==> config.mk <==
export PLATFORM = sky130hd
export DESIGN_NAME = sup_tmr_top
export DESIGN_NICKNAME = d
export VERILOG_FILES = /design/src/rtl/sup_tmr_pkg.sv /design/src/rtl/sup_tmr_dec.sv /design/src/rtl/sup_tmr_cmp_reg.sv /design/src/rtl/sup_tmr_pend.sv /design/src/rtl/sup_tmr_top.sv
export SDC_FILE = /design/constraint.sdc
export NUM_CORES = 1
export LEC_CHECK = 0
export BUFFER_PORTS_ARGS = -buffer_cell sky130_fd_sc_hd__buf_4
export CAP_MARGIN = 5
export CORE_MARGIN = 2
export CORE_UTILIZATION = 45
export CTS_CLUSTER_SIZE = 40
export DETAILED_ROUTE_END_ITERATION = 10
export GPL_ROUTABILITY_DRIVEN = 0
export PLACE_DENSITY = 0.78
export REMOVE_ABC_BUFFERS = 1
export SETUP_SLACK_MARGIN = 0.3
export SLEW_MARGIN = 10
export SYNTH_ARGS = -nofsm -noshare
export SYNTH_HDL_FRONTEND = slang
export SYNTH_SLANG_ARGS = --single-unit
==> constraint.sdc <==
create_clock -name clk_i -period 4.4 [get_ports clk_i]
set_input_delay 0.88 -clock clk_i [delete_from_list [all_inputs] [get_ports clk_i]]
set_output_delay 0.88 -clock clk_i [all_outputs]
set_load 0.1 [all_outputs]
==> src/rtl/sup_tmr_pkg.sv <==
package sup_tmr_pkg;
  typedef enum logic [1:0] {
    PRIV_U   = 2'b00,
    PRIV_S   = 2'b01,
    PRIV_RSV = 2'b10,
    PRIV_M   = 2'b11
  } priv_e;

  typedef enum logic [1:0] {
    SEL_NONE = 2'd0,
    SEL_LO   = 2'd1,
    SEL_HI   = 2'd2,
    SEL_VIEW = 2'd3
  } sel_e;

  localparam int unsigned CMP_W     = 64;
  localparam int unsigned ADDR_W    = 12;
  localparam int unsigned PEND_BIT  = 5;
  localparam logic [ADDR_W-1:0] A_CMP_LO = 12'h108;
  localparam logic [ADDR_W-1:0] A_CMP_HI = 12'h109;
  localparam logic [ADDR_W-1:0] A_SVIEW  = 12'h144;
  localparam logic [ADDR_W-1:0] A_MVIEW  = 12'h344;
endpackage

==> src/rtl/sup_tmr_dec.sv <==
module sup_tmr_dec
  import sup_tmr_pkg::*;
#(
  parameter int unsigned XLEN = 32
) (
  input  logic [ADDR_W-1:0] addr_i,
  input  logic [1:0]        priv_i,
  input  logic              tm_en_i,
  input  logic              access_i,
  output sel_e              sel_o,
  output logic              illegal_o
);
  localparam bit IS_W32 = (XLEN == 32);

  logic known, absent, is_cmp, need_m, allowed;

  always_comb begin
    sel_o  = SEL_NONE;
    known  = 1'b0;
    absent = 1'b0;
    is_cmp = 1'b0;
    need_m = 1'b0;
    unique case (addr_i)
      A_CMP_LO: begin sel_o = SEL_LO; known = 1'b1; is_cmp = 1'b1; end
      A_CMP_HI: begin
        known  = 1'b1;
        is_cmp = 1'b1;
        if (IS_W32) sel_o = SEL_HI;
        else        absent = 1'b1;
      end
      A_SVIEW:  begin sel_o = SEL_VIEW; known = 1'b1; end
      A_MVIEW:  begin sel_o = SEL_VIEW; known = 1'b1; need_m = 1'b1; end
      default:  ;
    endcase
  end

  always_comb begin
    unique case (priv_e'(priv_i))
      PRIV_M:  allowed = 1'b1;
      PRIV_S:  allowed = !need_m && (!is_cmp || tm_en_i);
      default: allowed = 1'b0;
    endcase
  end

  assign illegal_o = access_i && known && (absent || !allowed);
endmodule

==> src/rtl/sup_tmr_cmp_reg.sv <==
module sup_tmr_cmp_reg
  import sup_tmr_pkg::*;
#(
  parameter int unsigned XLEN = 32
) (
  input  logic             clk_i,
  input  logic             rst_ni,
  input  logic             we_lo_i,
  input  logic             we_hi_i,
  input  logic [XLEN-1:0]  wdata_i,
  output logic [CMP_W-1:0] cmp_o
);
  localparam int unsigned HALF_W = CMP_W / 2;

  generate
    if (XLEN == 32) begin : g_split
      logic [HALF_W-1:0] lo_q, hi_q;
      always_ff @(posedge clk_i or negedge rst_ni) begin
        if (!rst_ni) begin
          lo_q <= '1;
          hi_q <= '1;
        end else begin
          if (we_lo_i) lo_q <= HALF_W'(wdata_i);
          if (we_hi_i) hi_q <= HALF_W'(wdata_i);
        end
      end
      assign cmp_o = {hi_q, lo_q};
    end else begin : g_full
      logic [CMP_W-1:0] full_q;
      always_ff @(posedge clk_i or negedge rst_ni) begin
        if (!rst_ni)                full_q <= '1;
        else if (we_lo_i || we_hi_i) full_q <= CMP_W'(wdata_i);
      end
      assign cmp_o = full_q;
    end
  endgenerate
endmodule

==> src/rtl/sup_tmr_pend.sv <==
module sup_tmr_pend
  import sup_tmr_pkg::*;
(
  input  logic             clk_i,
  input  logic             rst_ni,
  input  logic [CMP_W-1:0] cmp_i,
  input  logic [CMP_W-1:0] mtime_i,
  output logic             pend_o
);
  logic reached;
  assign reached = (mtime_i >= cmp_i);

  always_ff @(posedge clk_i or negedge rst_ni) begin
    if (!rst_ni) pend_o <= 1'b0;
    else         pend_o <= reached;
  end
endmodule

==> src/rtl/sup_tmr_top.sv <==
module sup_tmr_top
  import sup_tmr_pkg::*;
#(
  parameter int unsigned XLEN = 32
) (
  input  logic              clk_i,
  input  logic              rst_ni,
  input  logic [ADDR_W-1:0] csr_addr_i,
  input  logic              csr_rd_i,
  input  logic              csr_we_i,
  input  logic [XLEN-1:0]   csr_wdata_i,
  input  logic [1:0]        priv_i,
  input  logic              tm_en_i,
  input  logic [CMP_W-1:0]  mtime_i,
  output logic [XLEN-1:0]   csr_rdata_o,
  output logic              csr_illegal_o,
  output logic              timer_pend_o
);
  localparam int unsigned HALF_W = CMP_W / 2;

  sel_e             sel;
  logic             illegal;
  logic             wr_ok;
  logic [CMP_W-1:0] cmp_q;

  sup_tmr_dec #(.XLEN(XLEN)) u_dec (
    .addr_i   (csr_addr_i),
    .priv_i   (priv_i),
    .tm_en_i  (tm_en_i),
    .access_i (csr_rd_i || csr_we_i),
    .sel_o    (sel),
    .illegal_o(illegal)
  );

  assign wr_ok = csr_we_i && !illegal;

  sup_tmr_cmp_reg #(.XLEN(XLEN)) u_cmp (
    .clk_i  (clk_i),
    .rst_ni (rst_ni),
    .we_lo_i(wr_ok && (sel == SEL_LO)),
    .we_hi_i(wr_ok && (sel == SEL_HI)),
    .wdata_i(csr_wdata_i),
    .cmp_o  (cmp_q)
  );

  sup_tmr_pend u_pend (
    .clk_i  (clk_i),
    .rst_ni (rst_ni),
    .cmp_i  (cmp_q),
    .mtime_i(mtime_i),
    .pend_o (timer_pend_o)
  );

  always_comb begin
    csr_rdata_o = '0;
    if (!illegal) begin
      unique case (sel)
        SEL_LO:   csr_rdata_o = XLEN'(cmp_q);
        SEL_HI:   csr_rdata_o = XLEN'(cmp_q >> HALF_W);
        SEL_VIEW: csr_rdata_o = XLEN'(timer_pend_o) << PEND_BIT;
        default:  csr_rdata_o = '0;
      endcase
    end
  end

  assign csr_illegal_o = illegal;
endmodule

==> impl_metrics.env <==
export IMPL_status="complete, no violations"
export IMPL_htreeDepth=3
export IMPL_crit_type="in2out"
export IMPL_start_kind="input pin"
export IMPL_drtIter0Drc=154
export IMPL_fin_area_um2=6390
export IMPL_path_common_cell="buf_4"
export IMPL_p_int_uw=1050
export IMPL_hold_violations=0
export IMPL_max_freq_ghz=0.265
export IMPL_synth_avg_cell_area_um2=11.0
export IMPL_avgRoutedWirePerCell_um=16.8
export IMPL_cts_made_buffers=9
export IMPL_cts_setup_buffers=0
export IMPL_crit_fanout=31
export IMPL_port_buffers=148
export IMPL_period_needed_ns=3.77
export IMPL_synth_seq_cells=65
export IMPL_synthCells=449
export IMPL_ctsHoldBuffers=0
export IMPL_cts_resized=0
export IMPL_clkTransAtPathRegs_ns=0.08
export IMPL_core_um2=10800
export IMPL_p_per_area_nw_per_um2=217
export IMPL_drt_total_wl_mm=12.5
export IMPL_p_comb_frac=0.150
export IMPL_ir_drop_mv=0.119
export IMPL_ys_seq_area_frac=0.346
export IMPL_critical_path_slowest_cell="or4b_4"
export IMPL_start_util=0.457
export IMPL_synth_top_cell_by_area="dfstp_2"
export IMPL_switching_share=0.243
export IMPL_grt_start_max_net_pins=66
export IMPL_cts_sinks=65
export IMPL_clkPwrFrac=0.412
export IMPL_worst_slew_margin_rel=0.445
export IMPL_cts_root_buf="clkbuf_8"
export IMPL_yosysUniqueCellTypes=38
export IMPL_cp_top_family="simple AND/OR/NAND/NOR gates"
export IMPL_netSwitchingPower_uw=336
export IMPL_final_common_cell="buf_4"
export IMPL_final_antenna_net_count=0
export IMPL_slew_violations=0
export IMPL_clk_path_buf_depth=2
export IMPL_die_x_um=109
export IMPL_setup_violations=0
export IMPL_reg2reg_depth=7
export IMPL_drc_errors=0
export IMPL_grt_total_usage=0.222
export IMPL_pre_cts_slack_ns=0.668
export IMPL_r2r_end="u_pend.pend_o$_DFF_PN0_"
export IMPL_tns_ns=0
export IMPL_avgViaCountPerCell=5.19
export IMPL_antenna_found_initial=0
export IMPL_skew_ns=0.00772
export IMPL_vias=3872
export IMPL_setup_slack_ns=0.628
export IMPL_worstHoldPathType="reg2reg"
export IMPL_final_cell_mix="154 x buf_4, 66 x inv_1, 64 x ha_1, 64 x dfstp_2, 60 x mux2_4"
export IMPL_yosysWarnings=0
export IMPL_post_route_cells_drive_above_1_share=0.505
export IMPL_placed_area_um2=6170
export IMPL_critPathCaptureType="output port"
export IMPL_critical_path_cell_chain="buf_4, or4b_4, a2bb2oi_2, o21ai_0, o21ai_0, nand2_1, buf_4, nor2_1, buf_4"
export IMPL_rrSetupSlack_ns=1.91
export IMPL_syn_to_final_growth_pct=29.4
export IMPL_fin_nets=780
export IMPL_p_leak_uw=0.00274
export IMPL_hold_path_depth=1
export IMPL_hpwl_mm=9.67
export IMPL_fillCellCount=917
export IMPL_path_buf_inv=3
export IMPL_r2r_start="u_cmp.g_split.lo_q[0]$_DFFE_PN1P_"
export IMPL_max_stage_delay_ns=0.58
export IMPL_diodes=0
export IMPL_rsz0062_at_grt="no"
export IMPL_synth_top_cells_by_area="dfstp_2 34%, mux2_4 18%, ha_1 16%"
export IMPL_synth_area_um2=4940
export IMPL_cts_tree="yes"
export IMPL_crit_arrival_ns=2.89
export IMPL_yosysTopAreaCellShare=0.341
export IMPL_period_share=0.857
export IMPL_die_h_um=109
export IMPL_holdCritStartpoint="u_cmp.g_split.hi_q[0]$_DFFE_PN1P_"
export IMPL_clk_latency_ns=0.34
export IMPL_grt_pass1_wl_mm=20.1
export IMPL_pwr_share_seq=0.437
export IMPL_overflow=0
export IMPL_dieArea_um2=11800
export IMPL_cp_required_ns=3.52
export IMPL_io_pins=149
export IMPL_grt_pass1_vias=4168
export IMPL_num_rows=38
export IMPL_drtPass1Iterations=5
export IMPL_worstMarginPinSlew_ns=0.832
export IMPL_max_cap_violations=0
export IMPL_min_to="u_cmp.g_split.hi_q[0]$_DFFE_PN1P_"
## through the flow
step           std cells   util  hold WS [ns]  power, uW
6_report             746  0.592         0.631       1390
2_1_floorplan        436      -         0.584        690
3_3_place_gp         730  0.572         0.618        813
3_5_place_dp         730  0.572         0.624        822
5_1_grt              746  0.592         0.644       1440
4_1_cts              746  0.592         0.635       1400
## Yosys cell counts
cell	number
buf_2	4
o2111ai_4	1
nor3b_1	1
nand4_1	10
a21oi_1	26
clkbuf_1	3
o21a_1	1
nor3_1	3
nand2_1	14
nor4b_1	1
nor4_1	4
a31oi_1	1
a21o_1	5
ha_1	64
nand2b_1	1
mux2_2	4
mux2_4	60
a211o_1	1
a2111oi_0	2
inv_1	66
nand3_1	7
nor2_1	36
o211ai_1	3
buf_6	6
a211oi_1	4
a2bb2oi_2	1
a221o_1	1
dfrtp_1	1
o2111ai_1	1
and4_1	1
and4bb_2	1
or2_2	2
dfstp_2	64
mux2i_1	32
o21ai_0	12
nor2b_1	1
nor2_4	3
or4b_4	1
## worst max-delay path by stage
stage                        from  slack [ns]  cells after the start               to
detailed placement  csr_addr_i[6]        0.67                      9  csr_rdata_o[11]
global route        csr_addr_i[6]        0.51                      9  csr_rdata_o[14]
global placement    csr_addr_i[6]        0.79                      9  csr_rdata_o[15]
finish              csr_addr_i[6]        0.63                      9  csr_rdata_o[14]
CTS                 csr_addr_i[6]        0.65                      9  csr_rdata_o[14]
floorplan           csr_addr_i[6]       -0.43                      5    csr_illegal_o
## layer usage
layer | up-vias | GRT usage | wire length [um]
li1 | 1875 | - | -
met3 | 21 | 0.0299 | 564
met1 | 1863 | 0.278 | 5500
met2 | 113 | 0.384 | 6180
met4 | 0 | 0.0897 | 276
met5 | - | 0 | 0
## cell families (layout without fill, tap and decap cells)
| kind of cell | count (synthesis) | after routing | share of synthesized area |
|---|---|---|---|
| AOI/OAI and AO/OA | 59 | 59 | 0.0771 |
| adders and majority gates | 64 | 64 | 0.162 |
| buffers and inverters | 79 | 236 | 0.0702 |
| DFF | 65 | 65 | 0.346 |
| muxes | 96 | 96 | 0.257 |
| and+or+nand+nor | 86 | 86 | 0.0882 |
## registers in the layout, summed over array words and instances, names as in the netlist
| signal | cells |
|---|---|
| u_cmp.g_split.lo_q | 32 |
| u_cmp.g_split.hi_q | 32 |
| u_pend.pend_o | 1 |
## cell type report
class	instances	area (um2)	area share
multi-input cells	305	2880	0.451
flip-flops and latches	65	1710	0.267
repair buffers	154	1160	0.181
inverters	66	248	0.0388
well taps	140	175	0.0274
clock buffers	11	141	0.0221
clock inverters	5	78.8	0.0123
## power groups by stage
stage	Combinational (uW)	Sequential [uW]	Clock (uW)
global route	231	606	606
detailed placement	208	615	0
finish	209	606	572
CTS	209	606	582
floorplan	69.4	620	0
global placement	199	614	0
No activity file was read; power rests on OpenSTA's default activity.
